<file path="src/rtl/pm_clk_pkg.sv">
package pm_clk_pkg;
  typedef enum logic [1:0] {
    SRC_PRI = 2'b00,
    SRC_SEC = 2'b01,
    SRC_INT = 2'b10
  } clk_src_e;

  typedef enum logic [2:0] {
    ST_WPRI,
    ST_RUN,
    ST_SLEEP,
    ST_IDLE,
    ST_WDLY
  } pm_state_e;

  typedef struct packed {
    logic       idle_en;
    logic [1:0] sel;
  } pm_mode_t;

  function automatic clk_src_e sel_to_src(logic [1:0] sel);
    if (sel[1]) return SRC_INT;
    if (sel[0]) return SRC_SEC;
    return SRC_PRI;
  endfunction
endpackage

</file>
<file path="src/rtl/pm_mode_reg.sv">
module pm_mode_reg
  import pm_clk_pkg::*;
(
  input  logic     clk_i,
  input  logic     rst_ni,
  input  logic     we_i,
  input  pm_mode_t wdata_i,
  input  logic     clr_i,
  output pm_mode_t mode_o
);
  always_ff @(posedge clk_i or negedge rst_ni) begin
    if (!rst_ni)    mode_o <= '0;
    else if (clr_i) mode_o <= '0;
    else if (we_i)  mode_o <= wdata_i;
  end

  p_mode_hold_r9: assert property (@(posedge clk_i) disable iff (!rst_ni)
    (!we_i && !clr_i) |=> $stable(mode_o));
  p_mode_clr_r10: assert property (@(posedge clk_i) disable iff (!rst_ni)
    clr_i |=> (mode_o == '0));
  p_mode_load_r12: assert property (@(posedge clk_i) disable iff (!rst_ni)
    (we_i && !clr_i) |=> (mode_o == $past(wdata_i)));
endmodule

</file>
<file path="src/rtl/pm_wake_timer.sv">
module pm_wake_timer #(
  parameter int unsigned DLY_CYC = 10
) (
  input  logic clk_i,
  input  logic rst_ni,
  input  logic start_i,
  input  logic busy_i,
  output logic done_o
);
  localparam int unsigned CW = (DLY_CYC < 2) ? 1 : $clog2(DLY_CYC);
  localparam logic [CW-1:0] LOAD = CW'(DLY_CYC - 1);

  logic [CW-1:0] cnt_q;

  always_ff @(posedge clk_i or negedge rst_ni) begin
    if (!rst_ni)                    cnt_q <= '0;
    else if (start_i)               cnt_q <= LOAD;
    else if (busy_i && cnt_q != '0) cnt_q <= cnt_q - 1'b1;
  end

  assign done_o = (cnt_q == '0);

  p_cnt_range_r7: assert property (@(posedge clk_i) disable iff (!rst_ni)
    cnt_q <= LOAD);
  p_cnt_moves_r7: assert property (@(posedge clk_i) disable iff (!rst_ni)
    (busy_i && !start_i && !done_o) |=> (cnt_q == $past(cnt_q) - 1'b1));
endmodule

</file>
<file path="src/rtl/pm_clk_fsm.sv">
module pm_clk_fsm
  import pm_clk_pkg::*;
(
  input  logic     clk_i,
  input  logic     rst_ni,
  input  logic     sleep_i,
  input  pm_mode_t mode_i,
  input  logic     wake_i,
  input  logic     rst_wk_i,
  input  logic     pri_rdy_i,
  input  logic     fast_en_i,
  input  logic     dly_done_i,
  output logic     dly_start_o,
  output logic     dly_busy_o,
  output logic     cpu_en_o,
  output logic     per_en_o,
  output clk_src_e src_o,
  output logic     osts_o,
  output logic     pri_osc_en_o
);
  pm_state_e state_q;
  logic      pend_q;  // handover to primary outstanding

  always_ff @(posedge clk_i or negedge rst_ni) begin
    if (!rst_ni) begin
      state_q <= ST_WPRI;
      src_o   <= SRC_PRI;
      osts_o  <= 1'b0;
      pend_q  <= 1'b0;
    end else if (rst_wk_i) begin
      state_q <= ST_WPRI;
      src_o   <= SRC_PRI;
      osts_o  <= 1'b0;
      pend_q  <= 1'b0;
    end else begin
      unique case (state_q)
        ST_RUN: begin
          if (sleep_i) begin
            pend_q <= 1'b0;
            if (mode_i.idle_en) begin
              state_q <= ST_IDLE;
              src_o   <= sel_to_src(mode_i.sel);
            end else begin
              state_q <= ST_SLEEP;
              osts_o  <= 1'b0;
            end
          end else if (pend_q && pri_rdy_i) begin
            src_o  <= SRC_PRI;
            osts_o <= 1'b1;
            pend_q <= 1'b0;
          end
        end
        ST_SLEEP: if (wake_i) begin
          state_q <= ST_WPRI;
          src_o   <= SRC_PRI;
        end
        ST_IDLE: if (wake_i) state_q <= ST_WDLY;
        ST_WDLY: if (dly_done_i) begin
          state_q <= ST_RUN;
          pend_q  <= (src_o != SRC_PRI);
        end
        ST_WPRI: begin
          if (pri_rdy_i) begin
            state_q <= ST_RUN;
            src_o   <= SRC_PRI;
            osts_o  <= 1'b1;
            pend_q  <= 1'b0;
          end else if (fast_en_i) begin
            state_q <= ST_RUN;
            src_o   <= SRC_INT;
            pend_q  <= 1'b1;
          end
        end
        default: state_q <= ST_WPRI;
      endcase
    end
  end

  assign dly_start_o  = (state_q == ST_IDLE) && wake_i && !rst_wk_i;
  assign dly_busy_o   = (state_q == ST_WDLY);
  assign cpu_en_o     = (state_q == ST_RUN);
  assign per_en_o     = (state_q == ST_RUN) || (state_q == ST_IDLE) || (state_q == ST_WDLY);
  assign pri_osc_en_o = (state_q != ST_SLEEP);

  p_sleep_entry_r2: assert property (@(posedge clk_i) disable iff (!rst_ni)
    (cpu_en_o && sleep_i && !mode_i.idle_en && !rst_wk_i)
      |=> (!per_en_o && !osts_o && !pri_osc_en_o));
  p_idle_entry_r3: assert property (@(posedge clk_i) disable iff (!rst_ni)
    (cpu_en_o && sleep_i && mode_i.idle_en && !rst_wk_i)
      |=> (per_en_o && !cpu_en_o && src_o == sel_to_src($past(mode_i.sel))));
  p_run_ignores_wake_r4: assert property (@(posedge clk_i) disable iff (!rst_ni)
    (cpu_en_o && !sleep_i && !rst_wk_i) |=> cpu_en_o);
  p_unclocked_wait_r5: assert property (@(posedge clk_i) disable iff (!rst_ni)
    (state_q == ST_WPRI && !pri_rdy_i && !fast_en_i && !rst_wk_i) |=> (!cpu_en_o && !per_en_o));
  p_src_hold_r8: assert property (@(posedge clk_i) disable iff (!rst_ni)
    (cpu_en_o && $past(cpu_en_o) && !$stable(src_o)) |-> (src_o == SRC_PRI && osts_o));
  p_sleep_ignored_r11: assert property (@(posedge clk_i) disable iff (!rst_ni)
    (dly_busy_o && !dly_done_i && !rst_wk_i) |=> dly_busy_o);
endmodule

</file>
<file path="src/rtl/pm_clk_ctrl.sv">
module pm_clk_ctrl
  import pm_clk_pkg::*;
#(
  parameter int unsigned REF_CLK_KHZ = 1000
) (
  input  logic       clk_i,
  input  logic       rst_ni,
  input  logic       sleep_i,
  input  logic       mode_we_i,
  input  logic [2:0] mode_wdata_i,
  input  logic       wake_irq_i,
  input  logic       wake_wdt_i,
  input  logic       wake_rst_i,
  input  logic       pri_rdy_i,
  input  logic       fast_start_en_i,
  output logic [2:0] mode_o,
  output logic       cpu_clk_en_o,
  output logic       per_clk_en_o,
  output logic [1:0] clk_src_o,
  output logic       osc_start_o,
  output logic       pri_osc_en_o
);
  // reference cycles in 10 us, rounded up, at least one
  localparam int unsigned DLY_RAW = (REF_CLK_KHZ * 10 + 999) / 1000;
  localparam int unsigned DLY_CYC = (DLY_RAW < 1) ? 1 : DLY_RAW;

  pm_mode_t mode_q;
  clk_src_e src;
  logic     dly_start, dly_busy, dly_done;

  pm_mode_reg u_mode (
    .clk_i   (clk_i),
    .rst_ni  (rst_ni),
    .we_i    (mode_we_i),
    .wdata_i (pm_mode_t'(mode_wdata_i)),
    .clr_i   (wake_rst_i),
    .mode_o  (mode_q)
  );

  pm_wake_timer #(.DLY_CYC(DLY_CYC)) u_timer (
    .clk_i   (clk_i),
    .rst_ni  (rst_ni),
    .start_i (dly_start),
    .busy_i  (dly_busy),
    .done_o  (dly_done)
  );

  pm_clk_fsm u_fsm (
    .clk_i        (clk_i),
    .rst_ni       (rst_ni),
    .sleep_i      (sleep_i),
    .mode_i       (mode_q),
    .wake_i       (wake_irq_i || wake_wdt_i),
    .rst_wk_i     (wake_rst_i),
    .pri_rdy_i    (pri_rdy_i),
    .fast_en_i    (fast_start_en_i),
    .dly_done_i   (dly_done),
    .dly_start_o  (dly_start),
    .dly_busy_o   (dly_busy),
    .cpu_en_o     (cpu_clk_en_o),
    .per_en_o     (per_clk_en_o),
    .src_o        (src),
    .osts_o       (osc_start_o),
    .pri_osc_en_o (pri_osc_en_o)
  );

  assign mode_o    = mode_q;
  assign clk_src_o = src;

  p_wake_keeps_mode_r9: assert property (@(posedge clk_i) disable iff (!rst_ni)
    ((wake_irq_i || wake_wdt_i) && !wake_rst_i && !mode_we_i) |=> $stable(mode_o));
  p_rst_wake_r10: assert property (@(posedge clk_i) disable iff (!rst_ni)
    wake_rst_i |=> (mode_o == 3'b000 && !cpu_clk_en_o && !osc_start_o && clk_src_o == 2'b00));
endmodule

</file>
<file path="config.mk">
export PLATFORM = sky130hd
export DESIGN_NAME = pm_clk_ctrl
export DESIGN_NICKNAME = d
export VERILOG_FILES = /design/src/rtl/pm_clk_pkg.sv /design/src/rtl/pm_mode_reg.sv /design/src/rtl/pm_wake_timer.sv /design/src/rtl/pm_clk_fsm.sv /design/src/rtl/pm_clk_ctrl.sv
export SDC_FILE = /design/constraint.sdc
export NUM_CORES = 1
export LEC_CHECK = 0
export ABC_AREA = 0
export BUFFER_PORTS_ARGS = -buffer_cell sky130_fd_sc_hd__buf_2
export CORE_MARGIN = 5
export CORE_UTILIZATION = 59
export CTS_BUF_LIST = sky130_fd_sc_hd__clkbuf_4 sky130_fd_sc_hd__clkbuf_8
export DETAILED_ROUTE_END_ITERATION = 16
export PLACE_DENSITY = 0.87
export SLEW_MARGIN = 20
export SYNTH_ARGS = -nofsm -noshare
export SYNTH_HDL_FRONTEND = slang
export SYNTH_SLANG_ARGS = --single-unit
</file>
<file path="constraint.sdc">
create_clock -name clk_i -period 2.85 [get_ports clk_i]
set_clock_uncertainty 0.2 [all_clocks]
set_input_delay 0.1425 -clock clk_i [delete_from_list [all_inputs] [get_ports clk_i]]
set_output_delay 0.1425 -clock clk_i [all_outputs]
set_load 0.005 [all_outputs]
</file>
==> impl_metrics.py <==
metrics = {
    "outcome": {
        "status": "finished, final reports clean",
    },
    "drt": {
        "post-route-drc-count": 0,
        "viasPerCell": 6.56,
        "post_drt_wl_per_cell_um": 17.3,
        "drt_wl_total_um": 2390,
        "ant_nets": 0,
        "first_pass_iters": 5,
        "drtIter0Drc": 52,
        "vias": 905,
    },
    "worst_setup_path": {
        "r2r-end": "u_fsm.src_o[1]",
        "critPathMaxFanout": 13,
        "crit_arrival_ns": 2.06,
        "r2r_cells": 4,
        "required_ns": 2.83,
        "critPathLaunchType": "register",
        "crit_type": "reg -> reg",
        "critPathCaptureType": "register",
        "r2r-start": "u_fsm.state_q[0]",
        "rrSetupSlack_ns": 0.77,
    },
    "power": {
        "vdd_ir_drop_max_v": 0.000402,
        "cellPowerDensity_mw_per_mm2": 603,
        "leakage_nw": 0.495,
        "power_mw": 0.657,
    },
    "global_routing": {
        "grt_antenna_before_repair": 0,
        "track_usage": 0.207,
        "grt_pass1_vias": 859,
        "grt_pass1_wl_um": 3970,
        "grt_max_degree": 18,
        "grt.overflow.total": 0,
    },
    "sta": {
        "worst_pin_slew_ns": 0.527,
        "period_share": 0.731,
        "setup_viol": 0,
        "setup_tns_ns": 0,
        "finalCriticalPeriod_ns": 2.08,
        "worst_slack_ns": 0.768,
        "hold_viol_final": 0,
        "drv_slew": 0,
        "maxSlewHeadroom": 0.648,
        "max_freq_ghz": 0.480,
        "rsz0062_at_grt": "no",
    },
    "synth": {
        "synth.most_common_cell": "dfrtp_1",
        "synth_edf_count": 0,
        "async_reset_ff_frac": 1.00,
        "synthCells": 96,
        "yosysWarningCount": 0,
        "synth_seq_cells": 14,
        "synth_top_family_by_area": "simple AND/OR/NAND/NOR gates",
        "synthMuxAreaShare": 0.0870,
        "synth_fa_ha_area_frac": 0.0281,
        "synth_area_leader_cell": "dfrtp_1",
        "syn_area_um2": 892,
        "synth.net_count": 110,
        "synth_ff_type": "dfrtp_1",
        "synthTopCellsByArea": "dfrtp_1 39%, nor2_1 4.6%, mux2i_1 4.5%, nand2_1 2.9%, ha_1 2.8%",
        "yosys.area_share.simple": 0.236,
        "synth_xor_area_frac": 0.0295,
        "synth.distinct_cells": 38,
        "syn_avg_cell_area_um2": 9.29,
        "synth_seq_area_share": 0.393,
        "synth_commonest_cells": "14 x dfrtp_1, 11 x nor2_1, 7 x nand2_1",
        "synth_top_area_share": 0.393,
        "synth_compound_area_frac": 0.174,
    },
    "die": {
        "rows": 14,
        "die-area_mm2": 0.00239,
        "coreArea_mm2": 0.00147,
        "ios": 21,
        "die_y_um": 48.9,
        "die_w_um": 48.9,
        "start_util": 0.606,
    },
    "cts": {
        "clock_sinks": 14,
        "cts_tree": "yes",
        "clk_path_buf_depth": 2,
        "clkTransAtPathRegs_ns": 0.09,
        "root_buffer": "clkbuf_4",
        "cts_buffers": 3,
        "htree_levels": 1,
        "cts-resized-gates": 0,
        "clk_latency_ns": 0.29,
    },
    "placement": {
        "dp_hpwl_um": 1590,
        "place_area_um2": 983,
        "dp_slack_ns": 0.817,
        "io_buffers": 20,
        "gp_congestion": 0.919,
    },
    "final_layout": {
        "fin_area_mm2": 0.00109,
        "drive_above_1_share": 0.246,
        "area.growth.synth_to_final_pct": 22.2,
        "layout.nets": 137,
        "diodes": 0,
    },
    "min_path": {
        "hold_depth": 4,
        "hold_path_startpoint": "wake_irq_i",
        "hp-class": "in -> reg",
        "hold_end": "u_fsm.state_q[1]",
    },
    "run": {
        "maxCapViolations": 0,
    },
}
[flip-flops by register name, summed over array words and instances (netlist names)]
register	flops
u_timer.cnt_q	4
u_fsm.state_q	3
u_mode.mode_o	3
u_fsm.src_o	2
u_fsm.osts_o	1
u_fsm.pend_q	1
[power breakdown]
| group | internal (mW) | switching (mW) |
|---|---|---|
| clock network | 0.0779 | 0.0715 |
| logic | 0.109 | 0.108 |
| registers | 0.239 | 0.0512 |
| total | 0.426 | 0.231 |
[routing by layer]
layer / share of wire / routed length [µm] / up-vias / track usage
li1: - / - / 404 / -
met1: 0.40 / 958 / 427 / 0.268
met2: 0.47 / 1140 / 55 / 0.333
met3: 0.084 / 201 / 19 / 0.0520
met4: 0.040 / 95 / 0 / 0.0717
met5: 0 / 0 / - / 0
[per-stage QoR]
step	hold slack (ns)	utilization	cells
after floorplan	-0.353	-	96
after global placement	-0.149	0.668	127
after detailed placement	-0.146	0.668	127
after CTS	0.00135	0.741	138
after global routing	0.00580	0.741	138
final	0.000970	0.741	138
[how the worst max path moves through the flow]
stage | startpoint | to | depth (start not counted)
floorplan | u_timer.cnt_q[0] | u_fsm.state_q[0] | 6
global placement | u_timer.cnt_q[0] | u_fsm.state_q[0] | 6
detailed placement | u_timer.cnt_q[0] | u_fsm.state_q[0] | 6
CTS | u_timer.cnt_q[0] | u_fsm.state_q[0] | 6
global route | u_fsm.state_q[0] | u_fsm.src_o[1] | 4
finish | u_fsm.state_q[0] | u_fsm.src_o[1] | 4
[layout by cell type (no fill, tap or decap), types with 2 or more instances in the layout]
cell type / Yosys / routed
nand3_1: 2 / 2
buf_2: 2 / 20
nand2_1: 7 / 7
a31oi_1: 3 / 3
dfrtp_1: 14 / 14
nor3_1: 4 / 4
xnor2_1: 2 / 2
o211ai_1: 2 / 2
inv_1: 5 / 5
and2_1: 2 / 2
nand4_1: 2 / 2
dlygate4sd3_1: 0 / 7
nor2b_1: 2 / 2
a21oi_1: 4 / 4
mux2i_1: 4 / 4
clkbuf_4: 0 / 3
o21ai_0: 5 / 5
ha_1: 2 / 2
nor2_1: 11 / 11
nand3b_1: 2 / 2
[critical path, stage by stage, from the launching register on]
cell and delay, ns:
dfrtp_1 0.52, nor2_1 0.44, a21oi_1 0.18, o2111ai_2 0.27, mux2_1 0.36
[cells by family after synthesis]
kind of cell | after synthesis
and+or+nand+nor | 38
AOI/OAI and AO/OA | 22
DFF | 14
buffers and inverters | 10
muxes | 7
xor gates and xnor gates | 3
adders and majority gates | 2
[area by class of cell]
cell class	count	area [µm²]
fill	104	382
inverter	5	18.8
timing repair buffer	27	170
sequential	14	350
tap	16	20.0
multi-input combinational	72	494
clock buffer	4	36.3
[timing repair]
| item | CTS | global route |
|---|---|---|
| hold buffers | 7 | 0 |
| hold endpoints to repair | 17 | 0 |
| setup buffers | 0 | 0 |
(Power assumes the default switching activity.)
